===== src/rtl/dsp_satmac_pkg.sv =====
package dsp_satmac_pkg;

  typedef enum logic [1:0] {
    OP_QADD = 2'b00,
    OP_QSUB = 2'b01,
    OP_SMUL = 2'b10,
    OP_SMLA = 2'b11
  } mac_op_e;

endpackage


===== src/rtl/dsp_half_pick.sv =====
module dsp_half_pick #(
  parameter int unsigned WORD_W = 32
) (
  input  logic [WORD_W-1:0]   word_i,
  input  logic                upper_i,
  output logic [WORD_W/2-1:0] half_o
);
  localparam int unsigned HALF_W = WORD_W / 2;

  always_comb begin
    if (upper_i) begin
      half_o = word_i[WORD_W-1:HALF_W];
    end else begin
      half_o = word_i[HALF_W-1:0];
    end
  end
endmodule


===== src/rtl/dsp_sat_addsub.sv =====
module dsp_sat_addsub #(
  parameter int unsigned WORD_W = 32
) (
  input  logic [WORD_W-1:0] a_i,
  input  logic [WORD_W-1:0] b_i,
  input  logic              sub_i,
  output logic [WORD_W-1:0] sum_o,
  output logic              clamp_o
);
  localparam logic [WORD_W-1:0] POS_LIM = {1'b0, {(WORD_W-1){1'b1}}};
  localparam logic [WORD_W-1:0] NEG_LIM = {1'b1, {(WORD_W-1){1'b0}}};

  logic [WORD_W:0] a_ext;
  logic [WORD_W:0] b_ext;
  logic [WORD_W:0] wide;

  always_comb begin
    a_ext = {a_i[WORD_W-1], a_i};
    b_ext = {b_i[WORD_W-1], b_i};
    if (sub_i) begin
      wide = a_ext - b_ext;
    end else begin
      wide = a_ext + b_ext;
    end
    clamp_o = wide[WORD_W] ^ wide[WORD_W-1];
    if (!clamp_o) begin
      sum_o = wide[WORD_W-1:0];
    end else if (wide[WORD_W]) begin
      sum_o = NEG_LIM;
    end else begin
      sum_o = POS_LIM;
    end
  end
endmodule


===== src/rtl/dsp_mac_core.sv =====
module dsp_mac_core #(
  parameter int unsigned WORD_W = 32
) (
  input  logic [WORD_W/2-1:0] ha_i,
  input  logic [WORD_W/2-1:0] hb_i,
  input  logic [WORD_W-1:0]   acc_i,
  input  logic                accumulate_i,
  output logic [WORD_W-1:0]   res_o,
  output logic                ovf_o
);
  localparam int unsigned HALF_W = WORD_W / 2;

  logic signed [WORD_W-1:0] ha_x;
  logic signed [WORD_W-1:0] hb_x;
  logic signed [WORD_W-1:0] prod;
  logic [WORD_W:0]          wide;

  always_comb begin
    ha_x = {{HALF_W{ha_i[HALF_W-1]}}, ha_i};
    hb_x = {{HALF_W{hb_i[HALF_W-1]}}, hb_i};
    prod = ha_x * hb_x;
    wide = {prod[WORD_W-1], prod} + {acc_i[WORD_W-1], acc_i};
    if (accumulate_i) begin
      res_o = wide[WORD_W-1:0];
      ovf_o = wide[WORD_W] ^ wide[WORD_W-1];
    end else begin
      res_o = prod;
      ovf_o = 1'b0;
    end
  end
endmodule


===== src/rtl/dsp_satmac.sv =====
module dsp_satmac #(
  parameter int unsigned DATA_W = 32
) (
  input  logic              clk,
  input  logic              rst_n,
  input  logic              in_valid,
  input  logic [1:0]        in_op,
  input  logic [DATA_W-1:0] in_a,
  input  logic [DATA_W-1:0] in_b,
  input  logic [DATA_W-1:0] in_acc,
  input  logic              sel_a_hi,
  input  logic              sel_b_hi,
  input  logic              q_clear,
  output logic              out_valid,
  output logic [DATA_W-1:0] out_result,
  output logic              q_flag
);
  import dsp_satmac_pkg::*;

  localparam int unsigned HALF_W = DATA_W / 2;
  localparam int unsigned N_MUL  = 2;

  mac_op_e op;
  assign op = mac_op_e'(in_op);

  logic [N_MUL-1:0][DATA_W-1:0] mul_word;
  logic [N_MUL-1:0]             mul_upper;
  logic [N_MUL-1:0][HALF_W-1:0] mul_half;

  assign mul_word  = {in_b, in_a};
  assign mul_upper = {sel_b_hi, sel_a_hi};

  for (genvar g = 0; g < N_MUL; g++) begin : g_pick
    dsp_half_pick #(.WORD_W(DATA_W)) u_pick (
      .word_i (mul_word[g]),
      .upper_i(mul_upper[g]),
      .half_o (mul_half[g])
    );
  end

  logic [DATA_W-1:0] as_res;
  logic              as_clamp;
  logic [DATA_W-1:0] mc_res;
  logic              mc_ovf;

  dsp_sat_addsub #(.WORD_W(DATA_W)) u_addsub (
    .a_i    (in_a),
    .b_i    (in_b),
    .sub_i  (op == OP_QSUB),
    .sum_o  (as_res),
    .clamp_o(as_clamp)
  );

  dsp_mac_core #(.WORD_W(DATA_W)) u_mac (
    .ha_i        (mul_half[0]),
    .hb_i        (mul_half[1]),
    .acc_i       (in_acc),
    .accumulate_i(op == OP_SMLA),
    .res_o       (mc_res),
    .ovf_o       (mc_ovf)
  );

  logic [DATA_W-1:0] res_d, res_q;
  logic              ev_d;
  logic              q_d, q_q;
  logic              vld_q;

  always_comb begin
    if ((op == OP_QADD) || (op == OP_QSUB)) begin
      res_d = as_res;
      ev_d  = as_clamp;
    end else begin
      res_d = mc_res;
      ev_d  = mc_ovf;
    end
  end

  always_comb begin
    q_d = q_q;
    if (q_clear) begin
      q_d = 1'b0;
    end else if (in_valid && ev_d) begin
      q_d = 1'b1;
    end
  end

  always_ff @(posedge clk or negedge rst_n) begin
    if (!rst_n) begin
      vld_q <= 1'b0;
      res_q <= '0;
      q_q   <= 1'b0;
    end else begin
      vld_q <= in_valid;
      q_q   <= q_d;
      if (in_valid) begin
        res_q <= res_d;
      end
    end
  end

  assign out_valid  = vld_q;
  assign out_result = res_q;
  assign q_flag     = q_q;
endmodule


===== config.mk =====
export PLATFORM = sky130hd
export DESIGN_NAME = dsp_satmac
export DESIGN_NICKNAME = d
export VERILOG_FILES = /design/src/rtl/dsp_satmac_pkg.sv /design/src/rtl/dsp_half_pick.sv /design/src/rtl/dsp_sat_addsub.sv /design/src/rtl/dsp_mac_core.sv /design/src/rtl/dsp_satmac.sv
export SDC_FILE = /design/constraint.sdc
export NUM_CORES = 1
export LEC_CHECK = 0
export ABC_AREA = 0
export ABC_CLOCK_PERIOD_IN_PS = 800
export CORE_MARGIN = 2
export CORE_UTILIZATION = 55
export DETAILED_ROUTE_END_ITERATION = 8
export PLACE_DENSITY = 0.79
export SYNTH_ARGS = -nofsm -noshare
export SYNTH_HDL_FRONTEND = slang
export SYNTH_SLANG_ARGS = --single-unit

===== constraint.sdc =====
create_clock -name clk -period 0.8 [get_ports clk]
set_input_delay 0.16 -clock clk [delete_from_list [all_inputs] [get_ports clk]]
set_output_delay 0.16 -clock clk [all_outputs]
set_load 0.1 [all_outputs]

==> flow_summary.yaml, run 1 <==
synth:
  yosys_warnings: 0
  yosys_register_bits: 34
  yosys.area_share.simple_pct: 15.90
  synth-compound-area-share_pct: 16.04
  synth.yosys.seq_area_share_pct: 5.199
  syn_avg_cell_area_um2: 8.282
  number_of_enable_type_register_cells_in_the_synthesized_netlist: 0
  muxShareOfSynthArea_pct: 4.626
  synthArstFlopShare_pct: 100.0
  synth_xor_xnor_area_share_pct: 5.620
  area_share_of_the_largest_cell_type_after_synthesis_pct: 32.30
  synth_area_leaders: "sky130_fd_sc_hd__fa_1 (32%), sky130_fd_sc_hd__ha_1 (11%), sky130_fd_sc_hd__inv_1 (7.4%), sky130_fd_sc_hd__dfrtp_1 (5.2%), sky130_fd_sc_hd__nor2_1 (5.1%)"
  mappedNetlistNets: 2493
  netlist_cell_types: 83
  post_synthesis_instance_total: 1976
  synthDominantAreaCellType: "sky130_fd_sc_hd__fa_1"
  netlist_area_mm2: 0.01636
  post_synth_fa_ha_maj_area_fraction_pct: 43.69
  main_combinational_cell_family_by_area_after_synthesis: "adder cells"
  synth_ff_type: "sky130_fd_sc_hd__dfrtp_1"
sta:
  timing.worst_endpoint.kind: "register data pin"
  grt-worst-endpoint: "out_result[30]$_DFFE_PN0P_/D"
floorplanning:
  initial_core_util_pct: 55.51
  die_x_um: 176.5
  die_y_um: 176.5
  io-pin-count: 138
  std_cell_rows: 63
placed_design:
  detailed_place.area_mm2: 0.02335
  finalWeightedCongestion: 1.076
  hpwl_after_detailed_placement_um: 55630
  dp_slack_ns: -7.498
  portBuffers: 137
global_routing:
  global_route.usage.total_pct: 72.71
  global_route.overflow_total: 12
  grt_max_degree: 40
status:
  status: "stopped before the end"
  run.stop_error: "[ERROR GRT-0232] Routing congestion too high. Check the congestion heatmap in the GUI."
  failed_stage: "5_1_grt"
clock_tree:
  clk_sinks: 34
  clockRootBuffer: "sky130_fd_sc_hd__clkbuf_16"
  htreeDepth: 2
  ctsLongestPathBuffers: 2
  tritoncts_buffer_count: 5
## per-stage QoR
stage	std cells	hold WS, ns
after floorplan	1976	-0.1356
after global placement	2998	0.5619
after detailed placement	2998	0.5714
after CTS	3105	0.2714
## repair_timing
item,CTS
pin swaps,170
hold buffers,0
cloned,7
setup endpoints to repair,67
gates resized for setup,440
setup buffers,93
## metal layers
metal,GRT overflow,track usage (%)
met1,0,70.67
met2,2,92.99
met3,0,54.50
met4,10,73.24
met5,0,29.65
## synthesized netlist by cell type (8+ instances only)
master	number
sky130_fd_sc_hd__a211oi_1	16
sky130_fd_sc_hd__nor3_1	29
sky130_fd_sc_hd__mux2_2	37
sky130_fd_sc_hd__nand2_1	192
sky130_fd_sc_hd__o21ai_1	20
sky130_fd_sc_hd__nand2b_1	13
sky130_fd_sc_hd__fa_1	264
sky130_fd_sc_hd__o21bai_1	9
sky130_fd_sc_hd__or2_2	12
sky130_fd_sc_hd__nand3_1	25
sky130_fd_sc_hd__nand4_1	11
sky130_fd_sc_hd__mux2i_1	34
sky130_fd_sc_hd__ha_1	149
sky130_fd_sc_hd__a31oi_1	40
sky130_fd_sc_hd__nor2_1	221
sky130_fd_sc_hd__clkbuf_1	45
sky130_fd_sc_hd__and3_1	14
sky130_fd_sc_hd__nor2b_1	10
sky130_fd_sc_hd__and2_1	15
sky130_fd_sc_hd__a21oi_1	97
sky130_fd_sc_hd__dfrtp_1	34
sky130_fd_sc_hd__xnor2_1	72
sky130_fd_sc_hd__o21a_1	15
sky130_fd_sc_hd__a21o_1	35
sky130_fd_sc_hd__inv_1	324
sky130_fd_sc_hd__o21ai_0	50
sky130_fd_sc_hd__xor2_1	33
sky130_fd_sc_hd__o211ai_1	23
sky130_fd_sc_hd__o31ai_1	8
## kinds of logic after synthesis
kind of cell,after synthesis
and+or+nand+nor,577
adders and majority gates,413
AOI/OAI and AO/OA,393
buffers and inverters,383
xor gates and xnor gates,105
muxes,71
DFF,34
==> inputs of run 2 (changes only) <==
--- a/config.mk
+++ b/config.mk
@@ -6,11 +6,11 @@
 export NUM_CORES = 1
 export LEC_CHECK = 0
 export ABC_AREA = 0
-export ABC_CLOCK_PERIOD_IN_PS = 800
+export ABC_CLOCK_PERIOD_IN_PS = 1000
 export CORE_MARGIN = 2
-export CORE_UTILIZATION = 55
+export CORE_UTILIZATION = 40
 export DETAILED_ROUTE_END_ITERATION = 8
-export PLACE_DENSITY = 0.79
+export PLACE_DENSITY_LB_ADDON = 0.15
 export SYNTH_ARGS = -nofsm -noshare
 export SYNTH_HDL_FRONTEND = slang
 export SYNTH_SLANG_ARGS = --single-unit
==> constraint.sdc (replaced) <==
create_clock -name clk -period 1 [get_ports clk]
set_input_delay 0.2 -clock clk [delete_from_list [all_inputs] [get_ports clk]]
set_output_delay 0.2 -clock clk [all_outputs]
set_load 0.1 [all_outputs]
==> run 2 against run 1 <==
  * The flow now finishes, with violations (negative setup slack)
  * Area after synthesis is the same
  * Synthesized cell count is the same
==> flow_summary.yaml, run 2 <==
status:
  status: "complete, but fails checks"
  failing_checks: "negative setup slack"
finish:
  fill_cells: 3215
  final_nets: 3321
  final_cell_area_mm2: 0.02772
  area_growth_pct: 69.40
  layout.cells.most_common: "sky130_fd_sc_hd__buf_4"
  drive_gt1_share_pct: 45.24
  layout_common_cells: "sky130_fd_sc_hd__buf_4 (606), sky130_fd_sc_hd__inv_1 (291), sky130_fd_sc_hd__fa_1 (244), sky130_fd_sc_hd__nor2_1 (185), sky130_fd_sc_hd__nand2_1 (157)"
  largest_reg_flops: 32
  final_standard_cell_count_with_taps_included_and_fillers_excluded: 3338
detailed_routing:
  detail_route.vias_per_cell: 5.436
  post_drt_wl_per_cell_um: 21.51
  drt_pre_antenna_iters: 5
  detail_route.drc_violations: 0
  drt-total-wl_um: 71810
  postRouteAntennaNets: 0
  vias: 18147
  detailedRoute.firstIterationViolations: 1449
sta:
  layout_worst_path_cycle_share_pct: 763.1
  fin_skew_ns: 0
  max-slew-margin-rel_pct: 63.73
  hold_viol_final: 0
  max_clock_freq_mhz: 131.0
  max_slew.worst_pin.slew_ns: 0.5290
  rsz0062_at_grt: "yes"
  slew_violations: 0
  setup-tns-final_ns: -185.70
  number_of_setup_violations_in_the_final_report: 67
  post-route-min-period_ns: 7.631
  worst_slack_ns: -6.631
global_routing:
  grt_antenna_before_repair: 1
  grt_max_degree: 40
  first_global_vias: 18739
  grt_first_pass_wirelength_um: 107200
  global_route.usage.total_pct: 33.38
  global_route.overflow_total: 0
worst_setup_path:
  worst_setup_path_end_kind: "register"
  critical_path_required_ns: 1.22
  cp_slowest_stage_delay_ns: 0.57
  arrival_ns: 7.85
  worst-r2r-cell-count: 3
  timing.rr.start: "q_flag$_DFFE_PN0P_"
  cp-start-kind: "primary input"
  timing.critical_path.fanout_max: 8
  worstReg2RegEnd: "q_flag$_DFFE_PN0P_"
  critical-path-slowest-cell: "sky130_fd_sc_hd__fa_1"
  cp_common_cell: "sky130_fd_sc_hd__fa_1"
  r2r_slack_ns: -0.20
  setup.worst_path.class: "in -> reg"
synth:
  synthDominantAreaCellType: "sky130_fd_sc_hd__fa_1"
  yosys_warnings: 0
  synth_ff_type: "sky130_fd_sc_hd__dfrtp_1"
  ys_top_cells_by_count: "sky130_fd_sc_hd__inv_1 (324), sky130_fd_sc_hd__fa_1 (264), sky130_fd_sc_hd__nor2_1 (221), sky130_fd_sc_hd__nand2_1 (192), sky130_fd_sc_hd__ha_1 (149)"
  yosys_register_bits: 34
  mappedNetlistNets: 2493
  post_synthesis_instance_total: 1976
  netlist_area_mm2: 0.01636
  synthArstFlopShare_pct: 100.0
  area_share_of_the_largest_cell_type_after_synthesis_pct: 32.30
  number_of_enable_type_register_cells_in_the_synthesized_netlist: 0
  netlist_cell_types: 83
  synth.yosys.seq_area_share_pct: 5.199
  syn_avg_cell_area_um2: 8.282
  post-synth-top-count-cell: "sky130_fd_sc_hd__inv_1"
  synth_area_leaders: "sky130_fd_sc_hd__fa_1 (32%), sky130_fd_sc_hd__ha_1 (11%), sky130_fd_sc_hd__inv_1 (7.4%), sky130_fd_sc_hd__dfrtp_1 (5.2%), sky130_fd_sc_hd__nor2_1 (5.1%)"
placed_design:
  finalWeightedCongestion: 1.018
  placed_cells_incl_taps: 3178
  hpwl_after_detailed_placement_um: 58290
  portBuffers: 137
  detailed_place.area_mm2: 0.02375
clock_tree:
  clk_sinks: 34
  clk_latency_ns: 0.29
  tritoncts: "built"
  clkTransAtPathRegs_ns: 0.06
  clockRootBuffer: "sky130_fd_sc_hd__clkbuf_16"
  tritoncts_buffer_count: 5
  htreeDepth: 2
  ctsLongestPathBuffers: 2
floorplanning:
  io-pin-count: 138
  design.core.area_mm2: 0.04065
  floorplan.die_area_mm2: 0.04255
  die_x_um: 206.3
  die_y_um: 206.3
  std_cell_rows: 74
  initial_core_util_pct: 40.26
run:
  cap_violations: 0
worst_hold_path:
  timing.hold.worst.class: "in -> async"
## run 2: cell counts after synthesis
No cell type changed its count.
## run 2: timing repair
item                                    in CTS  in global routing
cloned                                       6                  0
gates resized for setup                    450                205
pin swaps                                  226                182
hold buffers                                 0                  0
setup buffers                               99                 64
endpoints found under the setup margin      67                 67
## run 2: worst max path at each step
| stage | from | endpoint | slack [ns] | depth (start not counted) |
|---|---|---|---|---|
| final | sel_b_hi | out_result[19]$_DFFE_PN0P_ | -6.63 | 37 |
| after global routing | sel_b_hi | q_flag$_DFFE_PN0P_ | -6.81 | 34 |
| after CTS | sel_a_hi | out_result[29]$_DFFE_PN0P_ | -6.57 | 31 |
| after detailed placement | in_b[4] | out_result[27]$_DFFE_PN0P_ | -7.41 | 31 |
| after global placement | in_a[31] | out_result[27]$_DFFE_PN0P_ | -7.39 | 31 |
| after floorplan | sel_b_hi | q_flag$_DFFE_PN0P_ | -6.47 | 31 |
## run 2: kinds of logic (layout without fill, tap and decap cells)
logic type / after synthesis / in the layout / share of synthesized area [%]
other cells: 0 / 1 / 0
buf+inv: 383 / 1211 / 8.923
flops: 34 / 34 / 5.199
xor+xnor: 105 / 105 / 5.620
simple gates: 577 / 577 / 15.90
compound gates: 393 / 393 / 16.04
fa+ha+maj: 413 / 413 / 43.69
mux: 71 / 72 / 4.626
## run 2: critical path: cells and delay by family
kind	cells	cell delay [ns]
AND/OR/NAND/NOR	6	0.78
adder cells (fa/ha/maj)	8	3.28
buffers and inverters	13	1.51
XOR/XNOR	1	0.17
multiplexers	1	0.33
AO/OA/AOI/OAI	8	1.56
## run 2: per-layer routing
metal  part of all wire, %  GRT usage (%)  vias to the layer above
met3                   7.5          5.724                      162
met4                   3.8          10.20                        0
met2                    48          56.46                      693
met1                    41          43.58                     9085
li1                      -              -                     8207
met5                     0              0                        -
## run 2: area by class of cell
class                      instances  area, um^2  area share (%)
antenna                            1       2.502        0.009027
clock buffer                       8       146.4          0.5281
inverter                         325        1225           4.419
multi-input combinational       1560       16770           60.50
sequential                        34       892.1           3.218
tap                              532       665.6           2.401
timing repair buffer             878        8019           28.93
## run 2: through the flow
step	hold WS [ns]	util, %	worst slack [ns]
2_1_floorplan	-0.09559	-	-6.470
3_3_place_gp	0.5752	58.42	-7.394
3_5_place_dp	0.5688	58.42	-7.413
4_1_cts	0.3000	65.31	-6.570
5_1_grt	0.3133	68.20	-6.813
6_report	0.2933	68.20	-6.631
Power of run 2 is left out: the tool's default activity adds up to more than one toggle a clock period on the data nets, which glitch-free logic cannot reach.
==> inputs of run 3 (changes only) <==
==> constraint.sdc (replaced) <==
create_clock -name clk -period 1 [get_ports clk]
set_input_delay 0.2 -clock clk [delete_from_list [all_inputs] [get_ports clk]]
set_output_delay 0.2 -clock clk [all_outputs]
set_load 0.02 [all_outputs]
==> run 3 against run 2 <==
  * The run still ends with negative setup slack left
  * Critical endpoint is now q_flag$_DFFE_PN0P_
  * Hold slack worse by 0.0053 ns
  * Non-clock buffer count down 13
  * First-iteration DRC count down 8.5%
  * Sequential share of layout area about the same
  * Cell count down 0.39%
==> flow_summary.yaml, run 3 (same netlist as run 2, synthesis figures left out) <==
floorplanning:
  io-pin-count: 138
  die_y_um: 206.3
  design.core.area_mm2: 0.04065
  die_x_um: 206.3
  floorplan.die_area_mm2: 0.04255
  std_cell_rows: 74
  initial_core_util_pct: 40.26
sta:
  hold_viol_final: 0
  max_slew.worst_pin.slew_ns: 0.5243
  max-slew-margin-rel_pct: 65.05
  worst_slack_ns: -6.643
  layout_worst_path_cycle_share_pct: 764.3
  max_clock_freq_mhz: 130.8
  fin_skew_ns: 0
  post-route-min-period_ns: 7.643
  slew_violations: 0
  number_of_setup_violations_in_the_final_report: 66
  rsz0062_at_grt: "yes"
clock_tree:
  clockRootBuffer: "sky130_fd_sc_hd__clkbuf_16"
  tritoncts_buffer_count: 5
  cts-hold-fix-buffers: 0
  clk_sinks: 34
  htreeDepth: 2
  ctsLongestPathBuffers: 2
  clk_latency_ns: 0.28
  tritoncts: "built"
  clkTransAtPathRegs_ns: 0.06
detailed_routing:
  drt-total-wl_um: 70330
  post_drt_wl_per_cell_um: 21.15
  met1_length_um: 28660
  detail_route.drc_violations: 0
  vias: 17898
  postRouteAntennaNets: 0
  detailedRoute.firstIterationViolations: 1326
  detail_route.vias_per_cell: 5.383
  total_length_of_routed_met2_wires_um: 33360
  drt_pre_antenna_iters: 5
  route.met3.wl_um: 5470
  route.top_layer_used: "met5"
placed_design:
  finalWeightedCongestion: 1.015
  placed_cells_incl_taps: 3186
  portBuffers: 137
  hpwl_after_detailed_placement_um: 57150
finish:
  largest_reg_flops: 32
  final_standard_cell_count_with_taps_included_and_fillers_excluded: 3325
  final_nets: 3309
  layout_common_cells: "sky130_fd_sc_hd__buf_4 (629), sky130_fd_sc_hd__inv_1 (300), sky130_fd_sc_hd__fa_1 (241), sky130_fd_sc_hd__nor2_1 (184), sky130_fd_sc_hd__nand2_1 (171)"
  layout.cells.most_common: "sky130_fd_sc_hd__buf_4"
  area_growth_pct: 63.28
  antenna_cells_inserted: 0
  drive_gt1_share_pct: 42.43
run:
  cap_violations: 0
status:
  failing_checks: "negative setup slack"
  status: "complete, but fails checks"
global_routing:
  grt_max_degree: 40
  global_route.overflow_total: 0
  first_global_vias: 18091
  grt_antenna_before_repair: 0
  grt_first_pass_wirelength_um: 103600
  global_route.usage.total_pct: 32.11
worst_setup_path:
  timing.critical_path.fanout_max: 7
  cp_slowest_stage_delay_ns: 0.62
  critical-path-slowest-cell: "sky130_fd_sc_hd__fa_2"
  worst_setup_path_end_kind: "register"
  cp-start-kind: "primary input"
  critical_path_required_ns: 1.18
  setup.worst_path.class: "in -> reg"
  timing.rr.start: "q_flag$_DFFE_PN0P_"
  r2r_slack_ns: -0.09
  arrival_ns: 7.83
  worst-r2r-cell-count: 2
  worstReg2RegEnd: "q_flag$_DFFE_PN0P_"
worst_hold_path:
  timing.hold.worst.class: "in -> async"
## run 3: area by class of cell
cell class | instances | area (um^2)
Multi-Input combinational cell | 1561 | 16470
Fill cell | 3306 | 13930
Timing Repair Buffer | 865 | 7352
Inverter | 325 | 1227
Sequential cell | 34 | 857.1
Tap cell | 532 | 665.6
Clock buffer | 7 | 142.6
Clock inverter | 1 | 5.005
## run 3: metal layers
metal  track usage [%]  vias up
met5             1.071        -
met4             10.23        2
met3             4.273      159
met2             53.38      717
met1             43.21     8849
li1                  -     8171
## run 3: what timing repair did
| item | 4_1_cts | 5_1_grt |
|---|---|---|
| pin swaps | 114 | 144 |
| buffers inserted | 75 | 62 |
| setup endpoints to repair | 67 | 67 |
| hold endpoints to repair | 0 | 0 |
| gates resized for setup | 388 | 290 |
| gates cloned | 3 | 4 |
## run 3: worst max path at each step
stage	slack [ns]	cells after the start	to	start
2_1_floorplan	-6.47	31	q_flag$_DFFE_PN0P_	sel_b_hi
3_3_place_gp	-7.36	30	out_result[29]$_DFFE_PN0P_	in_a[30]
3_5_place_dp	-7.41	30	out_result[29]$_DFFE_PN0P_	in_a[30]
4_1_cts	-6.58	32	out_result[30]$_DFFE_PN0P_	sel_a_hi
5_1_grt	-6.86	33	q_flag$_DFFE_PN0P_	sel_a_hi
6_report	-6.64	33	q_flag$_DFFE_PN0P_	sel_a_hi
## run 3: through the flow
| stage | setup TNS [ns] | util [%] | hold WS [ns] | instance area [um^2] | setup slack, ns |
|---|---|---|---|---|---|
| after global placement | -209.30 | 57.72 | 0.5300 | 23460 | -7.362 |
| after global routing | -190.21 | 65.74 | 0.3026 | 26720 | -6.863 |
| final | -184.12 | 65.74 | 0.2880 | 26720 | -6.643 |
| after floorplan | -169.29 | - | -0.09559 | 17170 | -6.470 |
| after CTS | -189.01 | 61.69 | 0.2991 | 25080 | -6.583 |
| after detailed placement | -210.13 | 57.72 | 0.5293 | 23460 | -7.405 |
## run 3: critical path, delay by kind of cell
family / cells / cell delay, ns
adder cells (fa/ha/maj): 8 / 3.32
buffers and inverters: 9 / 1.23
XOR/XNOR: 1 / 0.14
multiplexers: 1 / 0.22
AND/OR/NAND/NOR: 5 / 0.74
AO/OA/AOI/OAI: 9 / 1.96
Power of run 3 is left out for the same reason.
==> inputs of run 4 (changes only) <==
--- a/config.mk
+++ b/config.mk
@@ -13,4 +13,5 @@
 export PLACE_DENSITY_LB_ADDON = 0.15
 export SYNTH_ARGS = -nofsm -noshare
 export SYNTH_HDL_FRONTEND = slang
+export SYNTH_HIERARCHICAL = 1
 export SYNTH_SLANG_ARGS = --single-unit
==> run 4 against run 3 <==
  * The flow still finishes with violations (negative setup slack)
  * Die area grew 1.2%
  * Hold slack lost 0.037 ns
  * Via count shrank 10%
  * Area after synthesis grew 1.2%
  * Core utilization shrank 4.5 points
  * Critical path type unchanged
  * Largest cell class unchanged
==> flow_summary.yaml, run 4 <==
detailed_routing:
  detail_route.drc_violations: 0
  detailedRoute.firstIterationViolations: 1101
  drt_pre_antenna_iters: 5
  vias: 16076
  post_drt_wl_per_cell_um: 19.75
  postRouteAntennaNets: 0
  drt-total-wl_um: 61620
  detail_route.vias_per_cell: 5.153
worst_setup_path:
  timing.rr.start: "out_result[23]$_DFFE_PN0P_"
  critical_path_required_ns: 1.21
  worst_setup_path_end_kind: "register"
  cp_slowest_stage_delay_ns: 0.56
  worst-r2r-cell-count: 3
  worstReg2RegEnd: "out_result[23]$_DFFE_PN0P_"
  critical-path-slowest-cell: "sky130_fd_sc_hd__fa_2"
  setup.worst_path.class: "in -> reg"
  cp-start-kind: "primary input"
  arrival_ns: 7.99
  timing.critical_path.fanout_max: 6
  r2r_slack_ns: 0.20
synth:
  synth_area_leaders: "sky130_fd_sc_hd__fa_1 (32%), sky130_fd_sc_hd__ha_1 (11%), sky130_fd_sc_hd__inv_1 (7.4%), sky130_fd_sc_hd__xnor2_1 (5.2%), sky130_fd_sc_hd__dfrtp_1 (5.1%)"
  syn_avg_cell_area_um2: 8.547
  post_synth_fa_ha_maj_area_fraction_pct: 43.46
  yosys_register_bits: 34
  netlist_cell_types: 74
  synth_xor_xnor_area_share_pct: 6.723
  synth.yosys.seq_area_share_pct: 5.136
  netlist_area_mm2: 0.01656
  ys_top_cells_by_count: "sky130_fd_sc_hd__inv_1 (326), sky130_fd_sc_hd__fa_1 (264), sky130_fd_sc_hd__nand2_1 (173), sky130_fd_sc_hd__a21oi_1 (153), sky130_fd_sc_hd__ha_1 (149)"
  yosys.area_share.simple_pct: 15.39
  post-synth-top-count-cell: "sky130_fd_sc_hd__inv_1"
  muxShareOfSynthArea_pct: 6.096
  main_combinational_cell_family_by_area_after_synthesis: "adder cells"
  area_share_of_the_largest_cell_type_after_synthesis_pct: 31.91
  yosys_warnings: 6
  post_synthesis_instance_total: 1938
  mappedNetlistNets: 2455
  synthArstFlopShare_pct: 100.0
  synth_ff_type: "sky130_fd_sc_hd__dfrtp_1"
  synth-compound-area-share_pct: 13.41
  synthDominantAreaCellType: "sky130_fd_sc_hd__fa_1"
  number_of_enable_type_register_cells_in_the_synthesized_netlist: 0
finish:
  layout_common_cells: "sky130_fd_sc_hd__buf_4 (492), sky130_fd_sc_hd__inv_1 (286), sky130_fd_sc_hd__fa_1 (244), sky130_fd_sc_hd__nand2_1 (157), sky130_fd_sc_hd__a21oi_1 (110)"
  final_nets: 3103
  layout.core_utilization_pct: 61.25
  drive_gt1_share_pct: 38.38
  largest_reg_flops: 32
  area_growth_pct: 50.99
  layout.cells.most_common: "sky130_fd_sc_hd__buf_4"
floorplanning:
  initial_core_util_pct: 40.57
  std_cell_rows: 74
  io-pin-count: 138
  die_y_um: 207.5
  die_x_um: 207.5
  design.core.area_mm2: 0.04083
  floorplan.die_area_mm2: 0.04306
sta:
  setup-tns-final_ns: -186.24
  number_of_setup_violations_in_the_final_report: 66
  layout_worst_path_cycle_share_pct: 777.9
  post-route-min-period_ns: 7.779
  worst_slack_ns: -6.779
  max_clock_freq_mhz: 128.6
  max-slew-margin-rel_pct: 56.55
  max_slew.worst_pin.slew_ns: 0.6517
  fin_skew_ns: 0
  slew_violations: 0
  hold_viol_final: 0
  rsz0062_at_grt: "yes"
clock_tree:
  clockRootBuffer: "sky130_fd_sc_hd__clkbuf_16"
  clk_sinks: 34
  clk_latency_ns: 0.28
  tritoncts: "built"
  tritoncts_buffer_count: 5
  htreeDepth: 2
  cts-hold-fix-buffers: 0
  clkTransAtPathRegs_ns: 0.06
  ctsLongestPathBuffers: 2
worst_hold_path:
  min_delay_worst_endpoint: "out_valid$_DFF_PN0_"
  worstHoldPathCells: 2
  worst_hold_startpoint: "in_valid"
  timing.hold.worst.class: "in -> reg"
status:
  failing_checks: "negative setup slack"
  status: "complete, but fails checks"
global_routing:
  global_route.overflow_total: 0
  global_route.usage.total_pct: 28.17
  grt_antenna_before_repair: 1
  first_global_vias: 16873
  grt_first_pass_wirelength_um: 94930
  grt_max_degree: 48
placed_design:
  hpwl_after_detailed_placement_um: 50240
  portBuffers: 137
  finalWeightedCongestion: 0.9309
run:
  cap_violations: 0
[run 4: changes by cell type after synthesis, moves of 12 or more]
cell                       previous run  this run
sky130_fd_sc_hd__o211ai_1            23         7
sky130_fd_sc_hd__mux2_4               0        20
sky130_fd_sc_hd__nor3_1              29        17
sky130_fd_sc_hd__a21oi_1             97       153
sky130_fd_sc_hd__o21ai_1             20         4
sky130_fd_sc_hd__xnor2_1             72        98
sky130_fd_sc_hd__a31oi_1             40         6
sky130_fd_sc_hd__and2_1              15       126
sky130_fd_sc_hd__nand2_1            192       173
sky130_fd_sc_hd__nor2_1             221       113
[run 4: area by class of cell]
type / instances / area [um^2]
clock buffer: 5 / 125.1
sequential: 34 / 850.8
tap: 532 / 665.6
antenna: 1 / 2.502
timing repair buffer: 705 / 6111
fill: 3568 / 15820
inverter: 326 / 1229
clock inverter: 3 / 68.82
multi-input combinational: 1514 / 15960
[run 4: layer usage]
layer  vias to the layer above  part of all wire, %  track usage [%]
met5                         -                    0                0
met3                       105                  5.3            2.859
met4                         0                  4.2            10.10
met1                      7886                   46            40.69
met2                       527                   44            43.84
li1                       7558                    -                -
[run 4: kinds of logic (layout without fill, tap and decap cells)]
logic type                 after synthesis  in the layout
AOI/OAI and AO/OA                      356            356
xor gates and xnor gates               125            125
adders and majority gates              418            418
buffers and inverters                  397           1039
DFF                                     34             34
muxes                                   87             94
other                                    0              1
and+or+nand+nor                        521            521
[run 4: repair_timing]
item / in CTS / in global routing
endpoints found under the setup margin: 67 / 67
cloned: 9 / 1
resized for setup: 436 / 218
buffers inserted: 63 / 35
pin swaps: 189 / 147
[run 4: how the worst max path moves through the flow]
stage,from,to,slack (ns),cells after the start
final,in_a[21],q_flag$_DFFE_PN0P_,-6.78,36
after global routing,sel_b_hi,q_flag$_DFFE_PN0P_,-7.05,33
after CTS,in_a[28],out_result[31]$_DFFE_PN0P_,-6.81,34
after detailed placement,sel_b_hi,out_result[31]$_DFFE_PN0P_,-7.73,37
after global placement,sel_b_hi,out_result[31]$_DFFE_PN0P_,-7.59,36
after floorplan,sel_b_hi,out_result[30]$_DFFE_PN0P_,-6.82,34
[run 4: through the flow]
| step | worst slack [ns] | area [um^2] | hold WS [ns] | instances |
|---|---|---|---|---|
| final | -6.779 | 25010 | 0.2514 | 3120 |
| after global routing | -7.046 | 25010 | 0.2527 | 3120 |
| after CTS | -6.810 | 24000 | 0.2490 | 3091 |
| after detailed placement | -7.731 | 22430 | 0.5133 | 3016 |
| after global placement | -7.592 | 22430 | 0.5126 | 3016 |
| after floorplan | -6.818 | 17160 | -0.09559 | 1938 |
[run 4: worst max-delay path: cells and delay by family]
family,cells,cell delay (ns)
adders and majority gates,8,3.50
AOI/OAI and AO/OA,11,1.86
and+or+nand+nor,5,0.78
buffers and inverters,7,0.76
muxes,3,0.55
xor gates and xnor gates,2,0.36
Power of run 4 is left out for the same reason.
